--- src/rtl/cfgl_pkg.sv ---
package cfgl_pkg;
    localparam int M_W     = 9;
    localparam int N_W     = 2;
    localparam int T_W     = 2;
    localparam int FRAME_W = T_W + 1 + N_W + M_W;
    localparam int NUL_POS = M_W + N_W;

    typedef struct packed {
        logic [M_W-1:0] m;
        logic [N_W-1:0] n;
        logic [T_W-1:0] t;
    } cfg_t;

    typedef enum logic [1:0] {
        TSEL_LOW   = 2'b00,
        TSEL_SDATA = 2'b01,
        TSEL_MDIV  = 2'b10,
        TSEL_HALF  = 2'b11
    } tsel_e;

    // Slot positions: the first bit shifted in ends at the top of the register.
    function automatic cfg_t frame_to_cfg(input logic [FRAME_W-1:0] f);
        cfg_t c;
        c.m = f[M_W-1:0];
        c.n = f[NUL_POS-1:M_W];
        c.t = f[FRAME_W-1:NUL_POS+1];
        return c;
    endfunction
endpackage

--- src/rtl/cfgl_sync.sv ---
module cfgl_sync #(
    parameter int WIDTH  = 1,
    parameter int STAGES = 2
) (
    input  logic             clk,
    input  logic             rst_n,
    input  logic [WIDTH-1:0] async_i,
    output logic [WIDTH-1:0] sync_o
);
    logic [STAGES-1:0][WIDTH-1:0] chain_d, chain_q;

    always_comb begin
        chain_d[0] = async_i;
        for (int i = 1; i < STAGES; i++) begin
            chain_d[i] = chain_q[i-1];
        end
    end

    always_ff @(posedge clk or negedge rst_n) begin
        if (!rst_n) chain_q <= '0;
        else        chain_q <= chain_d;
    end

    assign sync_o = chain_q[STAGES-1];
endmodule

--- src/rtl/cfgl_shreg.sv ---
module cfgl_shreg #(
    parameter int W = 14
) (
    input  logic         clk,
    input  logic         rst_n,
    input  logic         shift_i,
    input  logic         din_i,
    output logic [W-1:0] next_o
);
    logic [W-1:0] word_d, word_q;

    always_comb begin
        word_d = word_q;
        if (shift_i) word_d = {word_q[W-2:0], din_i};
    end

    always_ff @(posedge clk or negedge rst_n) begin
        if (!rst_n) word_q <= '0;
        else        word_q <= word_d;
    end

    assign next_o = word_d;

    // one shift moves every slot up by one and enters the new bit at the bottom
    a_r3_shift_order: assert property (@(posedge clk) disable iff (!rst_n)
        shift_i |=> (word_q[0] == $past(din_i)) && (word_q[W-1:1] == $past(word_q[W-2:0])));

    // no shift request, no movement
    a_r11_idle_hold: assert property (@(posedge clk) disable iff (!rst_n)
        !shift_i |=> word_q == $past(word_q));
endmodule

--- src/rtl/cfgl_testsel.sv ---
module cfgl_testsel
    import cfgl_pkg::*;
(
    input  logic [T_W-1:0] sel_i,
    input  logic           par_mode_i,
    input  logic           sdata_i,
    input  logic           mdiv_i,
    input  logic           half_i,
    output logic           test_o
);
    always_comb begin
        test_o = 1'b0;
        if (!par_mode_i) begin
            case (tsel_e'(sel_i))
                TSEL_LOW:   test_o = 1'b0;
                TSEL_SDATA: test_o = sdata_i;
                TSEL_MDIV:  test_o = mdiv_i;
                TSEL_HALF:  test_o = half_i;
                default:    test_o = 1'b0;
            endcase
        end
    end
endmodule

--- src/rtl/cfgl_loader.sv ---
module cfgl_loader
    import cfgl_pkg::*;
#(
    parameter int SYNC_STAGES = 2,
    parameter int M_MIN       = 8,
    parameter int M_MAX       = 28
) (
    input  logic           clk,
    input  logic           rst_n,
    input  logic           par_load_n_i,
    input  logic [M_W-1:0] par_m_i,
    input  logic [N_W-1:0] par_n_i,
    input  logic           ser_clk_i,
    input  logic           ser_data_i,
    input  logic           ser_load_i,
    input  logic           mdiv_clk_i,
    input  logic           half_clk_i,
    output logic [M_W-1:0] m_o,
    output logic [N_W-1:0] n_o,
    output logic [T_W-1:0] t_o,
    output logic           test_o,
    output logic           m_range_err_o
);
    localparam int SYNC_W   = 4 + M_W + N_W;
    localparam int BOOT_CYC = SYNC_STAGES + 1;
    localparam int BOOT_W   = $clog2(BOOT_CYC + 1);

    typedef struct packed {
        cfg_t              cfg;
        logic              pload_q;
        logic              sload_q;
        logic              sclk_q;
        logic [BOOT_W-1:0] boot;
    } state_t;

    state_t st_d, st_q;

    logic [SYNC_W-1:0]  raw, synced;
    logic               pload_s, sload_s, sclk_s, sdata_s;
    logic [M_W-1:0]     pm_s;
    logic [N_W-1:0]     pn_s;
    logic               boot_done, pload_rise, sload_rise, sclk_rise, shift_en;
    logic [FRAME_W-1:0] sr_next;

    assign raw = {par_load_n_i, ser_load_i, ser_clk_i, ser_data_i, par_n_i, par_m_i};

    cfgl_sync #(.WIDTH(SYNC_W), .STAGES(SYNC_STAGES)) i_sync (
        .clk     (clk),
        .rst_n   (rst_n),
        .async_i (raw),
        .sync_o  (synced)
    );

    assign {pload_s, sload_s, sclk_s, sdata_s, pn_s, pm_s} = synced;

    assign boot_done  = (st_q.boot == BOOT_W'(BOOT_CYC));
    assign pload_rise = pload_s & ~st_q.pload_q;
    assign sload_rise = sload_s & ~st_q.sload_q;
    assign sclk_rise  = sclk_s  & ~st_q.sclk_q;
    assign shift_en   = boot_done & pload_s & sclk_rise;

    cfgl_shreg #(.W(FRAME_W)) i_shreg (
        .clk     (clk),
        .rst_n   (rst_n),
        .shift_i (shift_en),
        .din_i   (sdata_s),
        .next_o  (sr_next)
    );

    always_comb begin
        st_d         = st_q;
        st_d.pload_q = pload_s;
        st_d.sload_q = sload_s;
        st_d.sclk_q  = sclk_s;
        if (!boot_done) begin
            st_d.boot  = st_q.boot + BOOT_W'(1);
            st_d.cfg.m = pm_s;
            st_d.cfg.n = pn_s;
            st_d.cfg.t = '0;
        end else if (!pload_s || pload_rise) begin
            st_d.cfg.m = pm_s;
            st_d.cfg.n = pn_s;
        end else if (sload_rise || (sload_s && sclk_rise)) begin
            st_d.cfg = frame_to_cfg(sr_next);
        end
    end

    always_ff @(posedge clk or negedge rst_n) begin
        if (!rst_n) st_q <= '0;
        else        st_q <= st_d;
    end

    cfgl_testsel i_testsel (
        .sel_i      (st_q.cfg.t),
        .par_mode_i (~pload_s),
        .sdata_i    (sdata_s),
        .mdiv_i     (mdiv_clk_i),
        .half_i     (half_clk_i),
        .test_o     (test_o)
    );

    assign m_o = st_q.cfg.m;
    assign n_o = st_q.cfg.n;
    assign t_o = st_q.cfg.t;
    assign m_range_err_o = (st_q.cfg.m < M_W'(M_MIN)) || (st_q.cfg.m > M_W'(M_MAX));

    // parallel mode tracks the synchronized pins one cycle later
    a_r1_par_follow: assert property (@(posedge clk) disable iff (!rst_n)
        (boot_done && !pload_s) |=> (m_o == $past(pm_s)) && (n_o == $past(pn_s)));

    // serial mode with the strobe low and no parallel latch keeps the word
    a_r5_word_hold: assert property (@(posedge clk) disable iff (!rst_n)
        (boot_done && pload_s && !pload_rise && !sload_s) |=> (st_q.cfg == $past(st_q.cfg)));

    // transparent serial path follows the shifted frame
    a_r6_transparent: assert property (@(posedge clk) disable iff (!rst_n)
        (boot_done && pload_s && !pload_rise && sload_s && sclk_rise)
            |=> (m_o == $past(sr_next[M_W-1:0])));

    // no test activity in parallel mode
    a_r8_test_quiet: assert property (@(posedge clk) disable iff (!rst_n)
        !pload_s |-> !test_o);

    // boot window leaves the test selector cleared
    a_r9_boot_clear: assert property (@(posedge clk) disable iff (!rst_n)
        !boot_done |=> (t_o == '0));
endmodule

--- config.mk ---
export PLATFORM = sky130hd
export DESIGN_NAME = cfgl_loader
export DESIGN_NICKNAME = d
export VERILOG_FILES = /design/src/rtl/cfgl_pkg.sv /design/src/rtl/cfgl_sync.sv /design/src/rtl/cfgl_shreg.sv /design/src/rtl/cfgl_testsel.sv /design/src/rtl/cfgl_loader.sv
export SDC_FILE = /design/constraint.sdc
export NUM_CORES = 1
export LEC_CHECK = 0
export CAP_MARGIN = 10
export CORE_MARGIN = 5
export CORE_UTILIZATION = 25
export DETAILED_ROUTE_END_ITERATION = 10
export DONT_BUFFER_PORTS = 1
export PLACE_DENSITY = 0.37
export SYNTH_ARGS = -nofsm -noshare
export SYNTH_HDL_FRONTEND = slang
export SYNTH_SLANG_ARGS = --single-unit
--- constraint.sdc ---
create_clock -name clk -period 1.6 [get_ports clk]
set_clock_uncertainty 0.1 [all_clocks]
set_input_delay 0.32 -clock clk [delete_from_list [all_inputs] [get_ports clk]]
set_output_delay 0.32 -clock clk [all_outputs]
set_load 0.02 [all_outputs]
== After elaboration in Yosys (flattened, before gate mapping) ==
Index checks and enable logic that the tools add are counted.
Storage, ports and cells
  bits of input ports: 19
  register bits after elaboration: 62
  logic and storage cells: 43
Cells by class
  multiplexer cells: 7
  reductions and logical operators: 7
  bitwise operators: 8
  add/subtract/negate cells: 1
  magnitude comparators: 2
  equal/unequal tests: 7
Operator list (count)
  two-way mux 13 bit: 2
  two-way mux 14 bit: 1
  two-way mux 11 bit: 1
  > comparator 9 x 5 -> 1 bit (second input constant): 1
  < comparator 9 x 4 -> 1 bit (second input constant): 1
  == test 2 bit (second input constant): 3
  AND 1 bit: 5
  one-hot mux 1 bit (4 select lines): 1
  logical OR 1 bit: 3
  inequality test 3 x 1 -> 1 bit (second input constant): 1
  inverter 1 bit: 3
  adder 2 x 1 -> 2 bit (second input constant): 1
  == test 2 x 1 -> 1 bit (second input constant): 1
  zero test 2 bit: 1
  two-way mux 2 bit: 1
  inequality test 2 x 1 -> 1 bit (second input constant): 1
  inequality test 2 bit (second input constant): 1
  AND reduction 2 bit: 1
  logical AND 1 bit: 1
  zero test 1 bit: 1
  two-way mux 1 bit: 1

== Logic depth before layout (Yosys ltp) ==
Gate-level depths: netlist of run 1.
  depth after elaboration: 7
  mapped depth: 6
  gate-level depth less buffers: 5

== By module ==
Synthesis of run 1 repeated with hierarchy kept, for this count alone.
Unflattened totals
  cells, all modules: 163
  area, all modules: 2234.6 um2
Modules (own cells, without submodules)
  cfgl_loader: seq. area each 450.4 um2, instances 1, area an instance 937.1 um2, cells an instance 101
  cfgl_sync: seq. area each 750.7 um2, instances 1, area an instance 750.7 um2, cells an instance 30
  cfgl_shreg: seq. area each 350.3 um2, instances 1, area an instance 519.2 um2, cells an instance 29
  cfgl_testsel: seq. area each 0.0 um2, instances 1, area an instance 27.5 um2, cells an instance 3

== Least setup slack after synthesis of run 1 ==
Ideal clock, no wire load.
  path type: register -> register
  start: register st_q[0] (netlist name)
  end: register st_q (netlist bit t_o[0])
  buffers on the path: 0
  clock period less this slack: 1.814 ns
  setup slack: -0.214 ns
  data required time: 1.380 ns
  arrival: 1.594 ns
  library setup time: 0.120 ns
  cell stages (with the launch flop): 6
  path through: dfrtp_1 -> ha_1 -> nand4b_4 -> mux2_4 -> or3b_1 -> o211a_1
Between the ends
  word-level cells in the longest chain between the ends: 7
Ends and longest elaborated chain
  start: declaration: RTL line cfgl_loader.sv:36  | state_t st_d, st_q;
  start signal: assignment: RTL line cfgl_loader.sv:90  | else st_q <= st_d;
  == test 2 bit: RTL line cfgl_loader.sv:56  | assign boot_done = (st_q.boot == BOOT_W'(BOOT_CYC));
  AND 1 bit (2 in series): RTL line cfgl_loader.sv:60  | assign shift_en = boot_done & pload_s & sclk_rise;
  two-way mux 14 bit: RTL line cfgl_shreg.sv:14  | if (shift_i) word_d = {word_q[W-2:0], din_i};
  via i_shreg.next_o[12]: RTL line cfgl_shreg.sv:8  | output logic [W-1:0] next_o
  two-way mux 13 bit: RTL line cfgl_loader.sv:83  | end else if (sload_rise || (sload_s && sclk_rise)) begin
  two-way mux 2 bit: RTL line cfgl_loader.sv:80  | end else if (!pload_s || pload_rise) begin
  two-way mux 13 bit: RTL line cfgl_loader.sv:75  | if (!boot_done) begin
The timed path passes the listed nets, and every way through them passes these cells. The select of a mux whose other input is x is not followed.
A chain may end at the register's enable or synchronous reset.

== Worst setup path after layout of run 1 ==
  start: register st_q (netlist bit t_o[0])
  end: output port test_o
Between the ends
  word-level cells in the longest chain between the ends: 3
Ends and longest elaborated chain
  == test 2 bit (tied with other cells): RTL line cfgl_testsel.sv:14  | case (tsel_e'(sel_i))
  one-hot mux 1 bit (4 select lines) *: RTL line cfgl_testsel.sv:14
  two-way mux 1 bit *: RTL line cfgl_testsel.sv:13  | if (!par_mode_i) begin
  end: declaration: RTL line cfgl_loader.sv:21  | output logic test_o,
Mark *: on every way between the ends. The rest lies on a longest branch, timed or not.

==> results.sh, run 1 <==
export IMPL_vdd_ir_drop_max_uv=499.6
export IMPL_ys_seq_area_frac=0.7010
export IMPL_leakage_nw=1.314
export IMPL_layout_drive_gt1_share=0.3408
export IMPL_n_antenna_cell=0
export IMPL_final_cells=287
export IMPL_internal_power_mw=2.924
export IMPL_p_comb_frac=0.125
export IMPL_die_h_um=104.1
export IMPL_startpoint_type="flip-flop"
export IMPL_drv_cap=0
export IMPL_first_iter_violations=38
export IMPL_worstPathMaxFanout=2
export IMPL_grt_use_met2=0.1193
export IMPL_cts_tree="done"
export IMPL_area_delta_synth_final_pct=28.94
export IMPL_finalSetupTns_ps=-803.7
export IMPL_rsz0062_at_grt="true"
export IMPL_use_met1=0.08892
export IMPL_yosysUniqueCellTypes=23
export IMPL_grt_max_degree=63
export IMPL_num_rows=34
export IMPL_worstPathArrival_ps=1320
export IMPL_start_util=0.2550
export IMPL_setup_viol_count_final=15
export IMPL_syn_inst=147
export IMPL_drc=0
export IMPL_crit_reg2reg_launch="st_q[0]"
export IMPL_grt_pass1_wl_um=6734
export IMPL_violations="hold timing, setup timing"
export IMPL_place_hpwl_um=2637
export IMPL_die_w_um=104.1
export IMPL_pwr_share_clk=0.394
export IMPL_synth_area_top_cells="dfrtp_1 (70%), mux2_2 (7.1%), mux2i_1 (5.0%), buf_4 (4.4%), nand2_1 (2.4%)"
export IMPL_path_clk_slew_ps=70
export IMPL_first_pass_iters=4
export IMPL_synth_seq_cells=62
export IMPL_layout_setup_ws_ps=-136.0
export IMPL_synth_warning_count=0
export IMPL_grt_use_met3=0.04035
export IMPL_yosys_area_top_type="dfrtp_1"
export IMPL_r2r_setup_slack_ps=-120
export IMPL_via_count=1164
export IMPL_synthesis_nets=167
export IMPL_rr_endpoint="t_o[0]"
export IMPL_utilization=0.3289
export IMPL_busiest_layer="met2"
export IMPL_hold_path_class="input port to async pin"
export IMPL_timing_fmax_ghz=0.5760
export IMPL_fill_cells=894
export IMPL_gp_congestion=0.6781
export IMPL_hold_buffers=15
export IMPL_cts_sinks=62
export IMPL_avgSynthCellArea_um2=15.06
export IMPL_power_switching_share=0.2342
export IMPL_switchingPower_uw=894.1
export IMPL_status="complete, but fails checks"
export IMPL_yosys_area_top_type_share=0.7010
export IMPL_die_area_um2=10830
export IMPL_grt_ovfl_total=0
export IMPL_htree_levels=3
export IMPL_core_area_um2=8678
export IMPL_cts_buffers=9
export IMPL_cp_required_ps=1180
export IMPL_crit_type="flip-flop to output pin"
export IMPL_io_pins=34
export IMPL_synth_area_um2=2213
export IMPL_hold_viol_final=62
export IMPL_place_inst=255
export IMPL_min_period_ps=1736
export IMPL_wl_um=3928
export IMPL_antenna_found_initial=0
export IMPL_whs_ps=-425.6
export IMPL_worst_slew_pin_transition_ps=510.4
export IMPL_endpoint_kind="output pin"
export IMPL_powerDensity_nw_per_um2=1338
export IMPL_nets=194
export IMPL_avgViaCountPerCell=4.056
export IMPL_ant_nets=0
export IMPL_clkLatencyLatePin_ps=340
export IMPL_finalCritPeriodShare=1.085
export IMPL_power_share_sequential=0.482
export IMPL_r2r_cells=5
export IMPL_grt_pass1_vias=1351
export IMPL_cts_root_buffer="clkbuf_8"
export IMPL_portBuffers=0
export IMPL_grt_usage=0.07921
export IMPL_slew_headroom=0.6582
export IMPL_clockBufferDepth=2
export IMPL_routedWlPerCell_um=13.69
export IMPL_finalMaxSlewViolations=0
==> cell families (layout without fill, tap and decap cells) <==
family | count (synthesis) | after routing | synth area share
flip-flops | 62 | 62 | 0.7010
XOR/XNOR | 1 | 1 | 0.003958
AND/OR/NAND/NOR | 22 | 22 | 0.05597
adder cells (fa/ha/maj) | 1 | 1 | 0.005652
multiplexers | 27 | 27 | 0.1345
buffers and inverters | 17 | 49 | 0.05201
AO/OA/AOI/OAI | 17 | 17 | 0.04692
==> placed cells by master (no fill, tap or decap) <==
master and instances:
bufinv_16 2, nor4_2 1, nand2_2 1, mux2_4 14
dfrtp_2 1, clkbuf_8 10, nand4b_4 1, o2111ai_1 1
buf_4 16, mux2_2 2, or3b_4 1, buf_12 2
o21ai_1 11, nor2b_1 1, or3b_1 1, mux2i_1 9
xnor2_1 1, o21ai_2 1, nand2b_1 1, clkinv_2 2
clkinvlp_4 2, nand2_1 13, o211a_1 2, mux2i_2 2
dfrtp_1 61, o211ai_1 1, dlygate4sd3_1 15, a21boi_2 1
nand3_1 1, ha_4 1, and2_4 1
==> area by class of cell <==
| cell class | instances | area [um^2] | share of cell area |
|---|---|---|---|
| Tap cell | 108 | 135.1 | 0.04735 |
| Timing Repair Buffer | 33 | 310.3 | 0.1087 |
| Clock inverter | 6 | 85.08 | 0.02981 |
| Sequential cell | 62 | 1553 | 0.5441 |
| Multi-Input combinational cell | 68 | 633.1 | 0.2218 |
| Clock buffer | 10 | 137.6 | 0.04822 |
==> stage by stage <==
| stage | total power [mW] | instance area, um^2 | worst slack (ps) | hold slack [ps] |
|---|---|---|---|---|
| after detailed placement | 2.235 | 2399 | -111.5 | -72.68 |
| after global routing | 4.017 | 2854 | -202.6 | -453.8 |
| final | 3.818 | 2854 | -136.0 | -425.6 |
| after floorplan | 2.143 | 2228 | -79.22 | -75.59 |
| after global placement | 2.230 | 2399 | -65.52 | -73.18 |
| after CTS | 3.804 | 2800 | -160.7 | -447.1 |
==> registers in the layout, summed over array words and instances, names as in the netlist <==
signal          count
i_shreg.word_q     14
m_o                 9
n_o                 2
st_q                5
t_o                 2
i_sync.sync_o      15
i_sync.chain_d     15
==> worst max-delay path, stage by stage (launching register included) <==
cell     delay [ps]
dfrtp_1         400
mux2_4          310
nand2_2          70
o21ai_2          50
and2_4          160
==> cell usage after synthesis, drive strengths merged <==
master    n
nand2    14
o211a     2
and2      1
nand4b    1
xnor2     1
nor2b     1
nand3     1
mux2     16
o2111ai   1
buf      15
a21boi    1
nor4      1
or3b      2
dfrtp    62
nand2b    1
o211ai    1
mux2i    11
clkbuf    2
o21ai    12
ha        1
==> how the worst max path moves through the flow <==
stage / start / endpoint / cells past startpoint
6_report: t_o[0] / test_o / 4
5_1_grt: t_o[0] / test_o / 4
4_1_cts: t_o[0] / test_o / 4
3_5_place_dp: st_q[1] / t_o[0] / 5
3_3_place_gp: st_q[1] / t_o[0] / 5
2_1_floorplan: st_q[0] / t_o[0] / 5
==> layer usage <==
| metal | routed length, um | up-vias |
|---|---|---|
| met1 | 1694 | 578 |
| met3 | 269 | 12 |
| li1 | - | 548 |
| met4 | 119 | 0 |
| met2 | 1843 | 26 |
| met5 | 0 | - |
==> power by group through the flow <==
stage	Clock [mW]	Combinational, mW	Sequential (mW)
floorplan	0	0.319	1.82
global placement	0	0.373	1.86
detailed placement	0	0.375	1.86
CTS	1.56	0.416	1.83
global route	1.64	0.516	1.86
finish	1.50	0.476	1.84
==> what timing repair did <==
action | in CTS | in global routing
pin swaps | 2 | 1
buffers inserted | 1 | 0
cloned | 0 | 0
gates resized for setup | 11 | 16
hold endpoints to repair | 77 | 62
setup endpoints to repair | 15 | 15
Note: power is estimated with default switching activity, not from simulation.
==> run 2: changes to the inputs <==
Settings changed: CORE_UTILIZATION 25 to 55, HOLD_SLACK_MARGIN set to 0.12, PLACE_DENSITY 0.37 to 0.7.
==> results.sh, run 2 (synthesis results as in run 1) <==
export IMPL_io_pins=34
export IMPL_routedWlPerCell_um=16.08
export IMPL_seq_area_um2=1555
export IMPL_p_comb_frac=0.139
export IMPL_grt_ovfl_total=0
export IMPL_timing_fmax_ghz=0.5715
export IMPL_path_clk_slew_ps=60
export IMPL_status="complete, but fails checks"
export IMPL_final_common_cell="dfrtp_1"
export IMPL_power_switching_share=0.2440
export IMPL_cts_sinks=62
export IMPL_hold_path_class="input port to async pin"
export IMPL_pwr_share_clk=0.317
export IMPL_cts_root_buffer="clkbuf_8"
export IMPL_place_hpwl_um=2285
export IMPL_multi_input_area_um2=641.9
export IMPL_die_w_um=73.44
export IMPL_num_rows=23
export IMPL_grt_pass1_vias=1246
export IMPL_first_pass_iters=4
export IMPL_critPathLaunch="t_o[0]"
export IMPL_clockBufferDepth=2
export IMPL_rsz0062_at_grt="true"
export IMPL_die_area_um2=5393
export IMPL_worstPathArrival_ps=1330
export IMPL_htree_levels=3
export IMPL_slew_headroom=0.7897
export IMPL_drv_cap=0
export IMPL_n_antenna_cell=0
export IMPL_core_area_um2=3943
export IMPL_layout_setup_ws_ps=-149.7
export IMPL_start_util=0.5614
export IMPL_powerDensity_nw_per_um2=1271
export IMPL_r2r_cells=5
export IMPL_setup_viol_count_final=15
export IMPL_r2r_setup_slack_ps=-120
export IMPL_hold_viol_final=62
export IMPL_worstPathMaxFanout=2
export IMPL_path_cells="mux2_4, nand2_2, o21ai_2, and2_4"
export IMPL_fill_cells=242
export IMPL_avgViaCountPerCell=5.196
export IMPL_cp_required_ps=1180
export IMPL_leakage_nw=1.267
export IMPL_hold_buffers=15
export IMPL_final_cells=224
export IMPL_vdd_ir_drop_max_uv=1097
export IMPL_whs_ps=-408.0
export IMPL_ant_nets=0
export IMPL_power_share_sequential=0.543
export IMPL_cts_tree="done"
export IMPL_cts_buffers=9
export IMPL_place_inst=194
export IMPL_final_cell_mix="dfrtp_1 (59), dlygate4sd3_1 (15), mux2_4 (14), nand2_1 (13), buf_4 (13)"
export IMPL_endpoint_kind="output pin"
export IMPL_switchingPower_uw=837.8
export IMPL_layout_drive_gt1_share=0.3333
export IMPL_grt_pass1_wl_um=6072
export IMPL_worst_slew_pin_transition_ps=315.4
export IMPL_crit_type="flip-flop to output pin"
export IMPL_gp_congestion=0.7724
export IMPL_rr_endpoint="t_o[1]"
export IMPL_area_delta_synth_final_pct=22.10
export IMPL_first_iter_violations=97
export IMPL_utilization=0.6855
export IMPL_startpoint_type="flip-flop"
export IMPL_grt_max_degree=63
export IMPL_finalCritPeriodShare=1.094
export IMPL_grt_usage=0.1549
export IMPL_nets=191
export IMPL_wl_um=3602
export IMPL_portBuffers=0
export IMPL_internal_power_mw=2.596
export IMPL_finalMaxSlewViolations=0
export IMPL_violations="hold timing, setup timing"
export IMPL_via_count=1164
export IMPL_min_period_ps=1750
export IMPL_drc=0
export IMPL_critPathSlowestCell="dfrtp_1"
export IMPL_slowest_delay_ps=390
export IMPL_die_h_um=73.44
export IMPL_total_power_mw=3.434
export IMPL_antenna_found_initial=0
export IMPL_crit_reg2reg_launch="st_q[0]"
export IMPL_clkLatencyLatePin_ps=320
==> run 2: changes by cell type in the layout (fill, tap and decap cells not counted) <==
cell / delta
or3b_1: +1
bufinv_16: -2
a21boi_1: +1
buf_4: -3
or3b_4: -1
mux2i_1: -4
clkbuf_1: +2
a21boi_2: -1
mux2i_2: +4
dfrtp_2: +2
clkinvlp_4: -2
dfrtp_1: -2
==> run 2: per-layer routing <==
layer,part of all wire,GRT usage,vias to the layer above
met2,0.50,0.2423,27
li1,-,-,541
met1,0.43,0.1895,588
met5,0,0,-
met3,0.048,0.06430,8
met4,0.017,0.06640,0
==> run 2: worst max path at each step <==
stage,slack [ps],to,depth (start not counted)
4_1_cts,-140,test_o,4
3_3_place_gp,-60,t_o[0],5
2_1_floorplan,-80,t_o[0],5
5_1_grt,-220,m_range_err_o,3
6_report,-150,test_o,4
3_5_place_dp,-120,t_o[0],5
==> run 2: power by group through the flow <==
stage	logic (mW)	registers [mW]	clock network [mW]
6_report	0.478	1.87	1.09
3_5_place_dp	0.342	1.88	0
2_1_floorplan	0.319	1.82	0
4_1_cts	0.444	1.86	1.11
3_3_place_gp	0.327	1.86	0
5_1_grt	0.514	1.89	1.21
==> run 2: timing repair <==
action                                 4_1_cts  5_1_grt
setup buffers                                1        0
pin swaps                                    3        1
cloned                                       0        0
endpoints found under the hold margin       77       62
resized for setup                           21       10
setup endpoints to repair                   15       15
==> run 2: per-stage QoR <==
| step | setup WS, ps | setup TNS, ps | area, um^2 |
|---|---|---|---|
| global route | -223.4 | -2165 | 2703 |
| CTS | -135.5 | -1156 | 2666 |
| global placement | -63.97 | -240.5 | 2303 |
| finish | -149.7 | -992.3 | 2703 |
| floorplan | -79.22 | -474.6 | 2228 |
| detailed placement | -115.8 | -925.3 | 2303 |
==> run 2: layout make-up <==
type | instances | share of cell area
clock buffers | 12 | 0.05370
repair buffers | 30 | 0.1065
clock inverters | 2 | 0.003704
flip-flops and latches | 62 | 0.5755
well taps | 50 | 0.02315
multi-input cells | 68 | 0.2375
==> run 2: critical path, delay by kind of cell (launching register included) <==
family	cells	cell delay (ps)
flops	1	390
mux	1	300
simple gates	2	260
compound gates	1	50
